File: config.mk
export PLATFORM = sky130hd
export DESIGN_NAME = fwd_unit
export DESIGN_NICKNAME = d
export VERILOG_FILES = /design/src/rtl/fwd_pkg.sv /design/src/rtl/fwd_match.sv /design/src/rtl/fwd_select.sv /design/src/rtl/fwd_operand_mux.sv /design/src/rtl/fwd_unit.sv
export SDC_FILE = /design/constraint.sdc
export NUM_CORES = 1
export LEC_CHECK = 0
export ABC_AREA = 0
export BUFFER_PORTS_ARGS = -buffer_cell sky130_fd_sc_hd__buf_2
export CAP_MARGIN = 25
export CORE_AREA = 2 2 97 99
export DETAILED_ROUTE_END_ITERATION = 8
export DIE_AREA = 0 0 99 101
export PLACE_DENSITY_LB_ADDON = 0.15
export RECOVER_POWER = 25
export SLEW_MARGIN = 20
export SYNTH_ARGS = -nofsm -noshare
export SYNTH_HDL_FRONTEND = slang
export SYNTH_SLANG_ARGS = --single-unit
export TNS_END_PERCENT = 100
File: constraint.sdc
create_clock -name vclk -period 3.3
set_clock_uncertainty 0.15 [all_clocks]
set_input_delay 0.66 -clock vclk [all_inputs]
set_output_delay 0.66 -clock vclk [all_outputs]
set_load 0.02 [all_outputs]
File: src/rtl/fwd_pkg.sv
package fwd_pkg;
    localparam int REG_W    = 5;
    localparam int DATA_W   = 32;
    localparam int NUM_OPND = 2;

    typedef logic [REG_W-1:0]  reg_idx_t;
    typedef logic [DATA_W-1:0] data_t;

    typedef enum logic [1:0] {
        FWD_REGFILE = 2'b00,
        FWD_MEMWB   = 2'b01,
        FWD_EXMEM   = 2'b10
    } fwd_sel_e;

    typedef struct packed {
        logic     wr_en;
        reg_idx_t dst;
    } producer_t;

    function automatic logic writes_reg(input producer_t p);
        return p.wr_en && (p.dst != '0);
    endfunction

    function automatic data_t wb_value(input logic from_mem, input data_t mem_w,
                                       input data_t alu_w);
        return from_mem ? mem_w : alu_w;
    endfunction
endpackage

File: src/rtl/fwd_match.sv
module fwd_match
    import fwd_pkg::*;
(
    input  producer_t prod,
    input  reg_idx_t  src_idx,
    output logic      hit
);
    always_comb begin
        hit = writes_reg(prod) && (prod.dst == src_idx);
    end
endmodule

File: src/rtl/fwd_select.sv
module fwd_select
    import fwd_pkg::*;
(
    input  reg_idx_t  src_idx,
    input  producer_t exm,
    input  producer_t mwb,
    output fwd_sel_e  sel
);
    logic exm_hit;
    logic mwb_hit;

    fwd_match u_exm (.prod(exm), .src_idx(src_idx), .hit(exm_hit));
    fwd_match u_mwb (.prod(mwb), .src_idx(src_idx), .hit(mwb_hit));

    always_comb begin
        if (exm_hit)      sel = FWD_EXMEM;
        else if (mwb_hit) sel = FWD_MEMWB;
        else              sel = FWD_REGFILE;
    end
endmodule

File: src/rtl/fwd_operand_mux.sv
module fwd_operand_mux
    import fwd_pkg::*;
(
    input  fwd_sel_e sel,
    input  data_t    rf_val,
    input  data_t    exm_val,
    input  data_t    wb_val,
    output data_t    opnd
);
    always_comb begin
        unique case (sel)
            FWD_EXMEM: opnd = exm_val;
            FWD_MEMWB: opnd = wb_val;
            default:   opnd = rf_val;
        endcase
    end
endmodule

File: src/rtl/fwd_unit.sv
module fwd_unit
    import fwd_pkg::*;
(
    input  logic [REG_W-1:0]  ex_src_a_idx,
    input  logic [REG_W-1:0]  ex_src_b_idx,
    input  logic [DATA_W-1:0] rf_a_data,
    input  logic [DATA_W-1:0] rf_b_data,
    input  logic              exm_wr_en,
    input  logic [REG_W-1:0]  exm_dst_idx,
    input  logic [DATA_W-1:0] exm_alu_res,
    input  logic              mwb_wr_en,
    input  logic [REG_W-1:0]  mwb_dst_idx,
    input  logic              mwb_sel_mem,
    input  logic [DATA_W-1:0] mwb_mem_data,
    input  logic [DATA_W-1:0] mwb_alu_res,
    output logic [1:0]        sel_a,
    output logic [1:0]        sel_b,
    output logic [DATA_W-1:0] opnd_a,
    output logic [DATA_W-1:0] opnd_b
);
    reg_idx_t  src_idx [NUM_OPND];
    data_t     rf_val  [NUM_OPND];
    fwd_sel_e  sel     [NUM_OPND];
    data_t     opnd    [NUM_OPND];
    producer_t exm_p;
    producer_t mwb_p;
    data_t     wb_val;

    assign src_idx[0] = ex_src_a_idx;
    assign src_idx[1] = ex_src_b_idx;
    assign rf_val[0]  = rf_a_data;
    assign rf_val[1]  = rf_b_data;

    assign exm_p  = '{wr_en: exm_wr_en, dst: exm_dst_idx};
    assign mwb_p  = '{wr_en: mwb_wr_en, dst: mwb_dst_idx};
    assign wb_val = wb_value(mwb_sel_mem, mwb_mem_data, mwb_alu_res);

    for (genvar g = 0; g < NUM_OPND; g++) begin : g_opnd
        fwd_select u_sel (
            .src_idx (src_idx[g]),
            .exm     (exm_p),
            .mwb     (mwb_p),
            .sel     (sel[g])
        );
        fwd_operand_mux u_mux (
            .sel     (sel[g]),
            .rf_val  (rf_val[g]),
            .exm_val (exm_alu_res),
            .wb_val  (wb_val),
            .opnd    (opnd[g])
        );
    end

    assign sel_a  = sel[0];
    assign sel_b  = sel[1];
    assign opnd_a = opnd[0];
    assign opnd_b = opnd[1];
endmodule

==> flow_metrics.env, run 1 <==
export IMPL_max_vdd_ir_drop_v=0.0000674
export IMPL_n_sequential_cell=0
export IMPL_timing_critical_path_slowest_stage_cell="sky130_fd_sc_hd__or4_1"
export IMPL_internal_power_uw=261
export IMPL_fin_crit_sh=0.983
export IMPL_tightest_slew_ps=669
export IMPL_core_area_um2=8980
export IMPL_worst_hold_path_num_cells=4
export IMPL_final_core_util=0.497
export IMPL_min_path_type="input pin to output port"
export IMPL_timing_setup_tns_ps=0
export IMPL_ioPinCount=251
export IMPL_netlist_area_um2=3080
export IMPL_clkbuf_count=0
export IMPL_net_switching_component_of_the_power_uw=411
export IMPL_highest_achievable_clock_rate_ghz=0.308
export IMPL_timing_setup_critical_path_class="input pin to output port"
export IMPL_initial_core_util=0.343
export IMPL_portbufs=251
export IMPL_cp_arrival_ps=2430
export IMPL_vias=4393
export IMPL_first_iter_violations=145
export IMPL_placed_wire_length_estimate_after_detailed_placement_um=9830
export IMPL_num_antenna_cells=0
export IMPL_layout_min_cycle_time_ps=3240
export IMPL_die_w_um=99
export IMPL_drt_antenna_violating_nets=0
export IMPL_chipHeight_um=101
export IMPL_slew_limit_headroom=0.554
export IMPL_hold_end="opnd_a[2]"
export IMPL_postSynthAreaPerCell_um2=7.67
export IMPL_yosysUniqueCellTypes=18
export IMPL_p_per_area_nw_per_um2=151
export IMPL_post_route_cells_drive_above_1_share=0.568
export IMPL_wire_per_inst_um=18.9
export IMPL_setup_viol=0
export IMPL_num_nets_final=784
export IMPL_hold_path_startpoint="exm_alu_res[2]"
export IMPL_worst_setup_path_end_kind="output port"
export IMPL_groute_usage_overall=0.247
export IMPL_cts_hold_repair_buffers=0
export IMPL_cpMostUsedCell="sky130_fd_sc_hd__buf_2"
export IMPL_grt_pass1_vias=4210
export IMPL_max_cap_viol_count=0
export IMPL_place_congestion=0.865
export IMPL_drt_pass1_iterations=4
export IMPL_run_status="finished clean"
export IMPL_fp_dieArea_um2=10000
export IMPL_hold_viol=0
export IMPL_grt_start_max_net_pins=75
export IMPL_syn2layout_area_growth_pct=45.1
export IMPL_cp_data_required_time_ps=2490
export IMPL_route_detailed_vias_per_inst=6.19
export IMPL_num_rows=35
export IMPL_timing_critical_path_slowest_cell_delay_ps=530
export IMPL_grt_first_pass_wirelength_um=21000
export IMPL_regArea_um2=0
export IMPL_final_max_slew_violation_count=0
export IMPL_worstSetupStartpointType="input pin"
export IMPL_ys_warn_count=0
export IMPL_comb_power_share=1.000
export IMPL_post_route_drc_count=0
export IMPL_family_with_the_most_delay_on_the_worst_path="simple AND/OR/NAND/NOR gates"
export IMPL_power_leakage_nw=2.02
export IMPL_seq_power_share=0
export IMPL_final_cell_mix="235 x sky130_fd_sc_hd__buf_2, 64 x sky130_fd_sc_hd__a31oi_1, 64 x sky130_fd_sc_hd__and4_1, 64 x sky130_fd_sc_hd__nand4_1, 55 x sky130_fd_sc_hd__o31ai_2"
export IMPL_grt_antenna_before_repair=0
export IMPL_unrepaired_setup_endpoints_after_global_routing="false"
export IMPL_cp_depth=7
export IMPL_mapped_cells=401
export IMPL_synthesis_nets=584
export IMPL_clkPwrFrac=0
export IMPL_drt_wl_total_um=13400
export IMPL_final_common_cell="sky130_fd_sc_hd__buf_2"
export IMPL_path_buf_inv=3
export IMPL_cp_max_fo=16
export IMPL_globalRoute_totalOverflow=0
export IMPL_sw_frac=0.611
export IMPL_cp_cell_sequence="buf_2 -> or4_1 -> o21a_2 -> and3_2 -> buf_12 -> o31ai_2 -> buf_2"
export IMPL_synth_yosys_seq_area_share=0
[cell type report]
| class | count | area (um^2) |
|---|---|---|
| fillers | 898 | 4520 |
| repair buffers | 273 | 1540 |
| multi-input cells | 326 | 2790 |
| well taps | 111 | 139 |
[logic make-up (layout without fill, tap and decap cells)]
group,after synthesis,count (layout),share of synthesized area
simple gates,144,144,0.338
compound gates,130,130,0.382
buf+inv,75,273,0.118
mux,32,32,0.104
xor+xnor,20,20,0.0570
[through the flow]
step	total power [mW]	instance area, um^2	worst slack (ps)	hold slack, ps	cells
2_1_floorplan	0.381	3080	250	1340	401
3_3_place_gp	0.661	4440	26.0	1550	710
3_5_place_dp	0.666	4440	9.91	1540	710
4_1_cts	0.668	4440	8.56	1540	710
5_1_grt	0.726	4460	1.52	1570	710
6_report	0.673	4460	55.3	1550	710
[layer usage]
metal	GRT usage	vias up	share of wire
met4	0.0453	0	0.0095
met3	0.0409	12	0.081
met1	0.313	2067	0.41
met5	0	-	0
li1	-	2102	-
met2	0.443	212	0.50
[power by group through the flow]
stage               Sequential (mW)  Combinational (mW)  Clock (mW)
finish                            0               0.673           0
global route                      0               0.726           0
CTS                               0               0.668           0
detailed placement                0               0.666           0
global placement                  0               0.660           0
floorplan                         0               0.381           0
[Yosys cell counts]
cell                       instances  area share
sky130_fd_sc_hd__buf_1             9       0.011
sky130_fd_sc_hd__buf_4             2      0.0049
sky130_fd_sc_hd__and4_1           64        0.18
sky130_fd_sc_hd__nor3_1            4      0.0065
sky130_fd_sc_hd__or4_1             2      0.0049
sky130_fd_sc_hd__o21a_1            2      0.0049
sky130_fd_sc_hd__o31ai_2          56        0.23
sky130_fd_sc_hd__a31oi_1          64        0.13
sky130_fd_sc_hd__clkbuf_1         50       0.061
sky130_fd_sc_hd__xor2_1           20       0.057
sky130_fd_sc_hd__o31ai_1           8       0.020
sky130_fd_sc_hd__mux2i_1          32        0.10
sky130_fd_sc_hd__nand4_1          64        0.13
sky130_fd_sc_hd__and3_1            2      0.0041
sky130_fd_sc_hd__nor2_1            6      0.0073
sky130_fd_sc_hd__nand3_1           2      0.0033
sky130_fd_sc_hd__buf_2             5      0.0081
sky130_fd_sc_hd__buf_6             9       0.033
[how the worst max path moves through the flow]
| stage | from | slack, ps | end |
|---|---|---|---|
| after global placement | exm_dst_idx[0] | 30 | opnd_b[6] |
| after floorplan | mwb_dst_idx[0] | 250 | opnd_a[0] |
| after global routing | exm_dst_idx[0] | 2 | opnd_b[7] |
| after CTS | exm_dst_idx[0] | 9 | opnd_b[6] |
| after detailed placement | exm_dst_idx[0] | 10 | opnd_b[6] |
| final | exm_dst_idx[0] | 60 | opnd_b[17] |
[worst min-delay path: stages]
cell and delay, ps:
sky130_fd_sc_hd__buf_2 110, sky130_fd_sc_hd__nand4_1 60, sky130_fd_sc_hd__o31ai_1 60, sky130_fd_sc_hd__clkbuf_2 150
[what timing repair did]
action                                  4_1_cts  5_1_grt
buffers inserted                              0        0
endpoints found under the setup margin        0        3
resized for setup                             0        5
(Power assumes the default switching activity.)
==> run 2, diff against run 1 <==
--- a/config.mk
+++ b/config.mk
@@ -5,7 +5,7 @@
 export SDC_FILE = /design/constraint.sdc
 export NUM_CORES = 1
 export LEC_CHECK = 0
-export ABC_AREA = 0
+export ABC_AREA = 1
 export BUFFER_PORTS_ARGS = -buffer_cell sky130_fd_sc_hd__buf_2
 export CAP_MARGIN = 25
 export CORE_AREA = 2 2 97 99
@@ -13,7 +13,6 @@
 export DIE_AREA = 0 0 99 101
 export PLACE_DENSITY_LB_ADDON = 0.15
 export RECOVER_POWER = 25
-export SLEW_MARGIN = 20
 export SYNTH_ARGS = -nofsm -noshare
 export SYNTH_HDL_FRONTEND = slang
 export SYNTH_SLANG_ARGS = --single-unit
==> run 2 against run 1 <==
Die area is the same. First-iteration DRC count is 19% higher. Largest power group unchanged. Routed wire length decreased by 12%. Critical path type unchanged. Cell count up 7.3%. Global-route usage fell by 3.4 points. Hold slack lost 26 ps.
==> flow_metrics.env, run 2 <==
export IMPL_run_status="finished clean"
export IMPL_cp_arrival_ps=2180
export IMPL_place_congestion=0.928
export IMPL_worst_setup_path_end_kind="output port"
export IMPL_mapped_cells=426
export IMPL_tightest_slew_ps=457
export IMPL_post_synth_most_frequent_cells="194 x sky130_fd_sc_hd__nand3_1, 103 x sky130_fd_sc_hd__nand2_1, 32 x sky130_fd_sc_hd__mux2_2"
export IMPL_netlist_top_cell_by_area="sky130_fd_sc_hd__nand3_1"
export IMPL_route_detailed_vias_per_inst=5.07
export IMPL_cp_max_fo=33
export IMPL_grt_first_pass_wirelength_um=17800
export IMPL_worstSetupStartpointType="input pin"
export IMPL_slew_limit_headroom=0.695
export IMPL_max_cap_viol_count=0
export IMPL_syn2layout_area_growth_pct=48.5
export IMPL_regArea_um2=0
export IMPL_yosysUniqueCellTypes=21
export IMPL_groute_usage_overall=0.213
export IMPL_cts_setup_buffers=0
export IMPL_final_max_slew_violation_count=0
export IMPL_p_per_area_nw_per_um2=131
export IMPL_postSynthAreaPerCell_um2=5.66
export IMPL_timing_setup_critical_path_class="input pin to output port"
export IMPL_drt_pass1_iterations=4
export IMPL_highest_achievable_clock_rate_ghz=0.334
export IMPL_post_route_cells_drive_above_1_share=0.462
export IMPL_ioPinCount=251
export IMPL_timing_setup_tns_ps=0
export IMPL_grt_start_max_net_pins=40
export IMPL_core_area_um2=8980
export IMPL_fin_crit_sh=0.907
export IMPL_final_cell_mix="238 x sky130_fd_sc_hd__buf_2, 192 x sky130_fd_sc_hd__nand3_1, 103 x sky130_fd_sc_hd__nand2_1"
export IMPL_setup_viol=0
export IMPL_yosys_cell_count_top_type="sky130_fd_sc_hd__nand3_1"
export IMPL_placed_wire_length_estimate_after_detailed_placement_um=9340
export IMPL_n_sequential_cell=0
export IMPL_initial_core_util=0.269
export IMPL_cp_data_required_time_ps=2490
export IMPL_cts_hold_repair_buffers=0
export IMPL_synth_yosys_seq_area_share=0
export IMPL_drt_wl_total_um=11800
export IMPL_top_post_synthesis_cells_by_area="sky130_fd_sc_hd__nand3_1 40%, sky130_fd_sc_hd__nand2_1 16%, sky130_fd_sc_hd__mux2_2 15%"
export IMPL_num_rows=35
export IMPL_clkbuf_count=0
export IMPL_yosysTopAreaCellShare=0.402
export IMPL_unrepaired_setup_endpoints_after_global_routing="false"
export IMPL_globalRoute_totalOverflow=0
export IMPL_min_path_type="input pin to output port"
export IMPL_grt_antenna_before_repair=1
export IMPL_wire_per_inst_um=15.4
export IMPL_drt_antenna_violating_nets=0
export IMPL_ctsResizeCount=0
export IMPL_fillerInstances=1026
export IMPL_synthesis_nets=609
export IMPL_hold_viol=0
export IMPL_netlist_area_um2=2410
export IMPL_num_nets_final=835
export IMPL_post_route_drc_count=0
export IMPL_place_ws_ps=309
export IMPL_vias=3866
export IMPL_chipHeight_um=101
export IMPL_power_leakage_nw=1.96
export IMPL_fp_dieArea_um2=10000
export IMPL_first_iter_violations=173
export IMPL_max_vdd_ir_drop_v=0.0000519
export IMPL_layout_min_cycle_time_ps=2990
export IMPL_finalWorstSetupSlack_ps=308
export IMPL_report_power_total_uw=468
export IMPL_portbufs=251
export IMPL_final_common_cell="sky130_fd_sc_hd__buf_2"
export IMPL_die_w_um=99
export IMPL_grt_pass1_vias=3674
export IMPL_ys_warn_count=0
==> run 2: changes by cell type in the layout (fill, tap and decap cells not counted), sizes merged, moves of 4 or more <==
cell   delta
o31ai    -64
nand4    -64
nand3   +197
nor2     +12
nand2   +104
buf       -9
xor2     -14
mux2i    -32
and4     -64
xnor2     +6
a31oi    -64
nor3      -4
mux2     +32
inv      +18
==> run 2: critical path, stage by stage <==
cell and delay [ps]:
sky130_fd_sc_hd__buf_2 120, sky130_fd_sc_hd__xnor2_1 280, sky130_fd_sc_hd__and2b_1 230, sky130_fd_sc_hd__nand3_4 380
sky130_fd_sc_hd__nand3_1 230, sky130_fd_sc_hd__nand3_1 100, sky130_fd_sc_hd__buf_2 170
==> run 2: power breakdown <==
group	internal, mW	switching (mW)	total, mW
clock network	0.0000000405	0	0.0000000405
registers	0	0	0
logic	0.204	0.264	0.468
total	0.204	0.264	0.468
==> run 2: cell type report <==
cell class | instances | area [um^2] | area share
antenna | 1 | 2.50 | 0.000699
inverter | 18 | 67.6 | 0.0189
tap | 111 | 139 | 0.0388
timing repair buffer | 263 | 1360 | 0.378
multi-input combinational | 369 | 2020 | 0.563
==> run 2: routing by layer <==
layer / track usage / wire, um
met4: 0.0306 / 148
met3: 0.0250 / 948
met1: 0.267 / 4620
met2: 0.397 / 6030
met5: 0 / 0
==> run 2: path summary, 6_finish.rpt <==
kind	start	endpoint	slack [ps]	cells past startpoint
hold / removal	exm_alu_res[23]	opnd_b[23]	1520	4
setup / recovery	mwb_dst_idx[4]	opnd_b[2]	310	7
==> run 2: kinds of logic (layout without fill, tap and decap cells) <==
kind of cell,Yosys count,in the layout,share of synthesized area
buffers and inverters,57,281,0.166
xor gates and xnor gates,12,12,0.0436
and+or+nand+nor,324,324,0.638
other,0,1,0
AOI/OAI and AO/OA,1,1,0.00207
muxes,32,32,0.149
==> run 2: metrics by stage <==
step / utilization / area (um^2) / hold WS [ps] / std cells
after floorplan: - / 2410 / 1380 / 426
after global placement: 0.401 / 3600 / 1520 / 761
after detailed placement: 0.401 / 3600 / 1520 / 761
after CTS: 0.401 / 3600 / 1520 / 761
after global routing: 0.399 / 3580 / 1540 / 761
final: 0.399 / 3580 / 1520 / 762
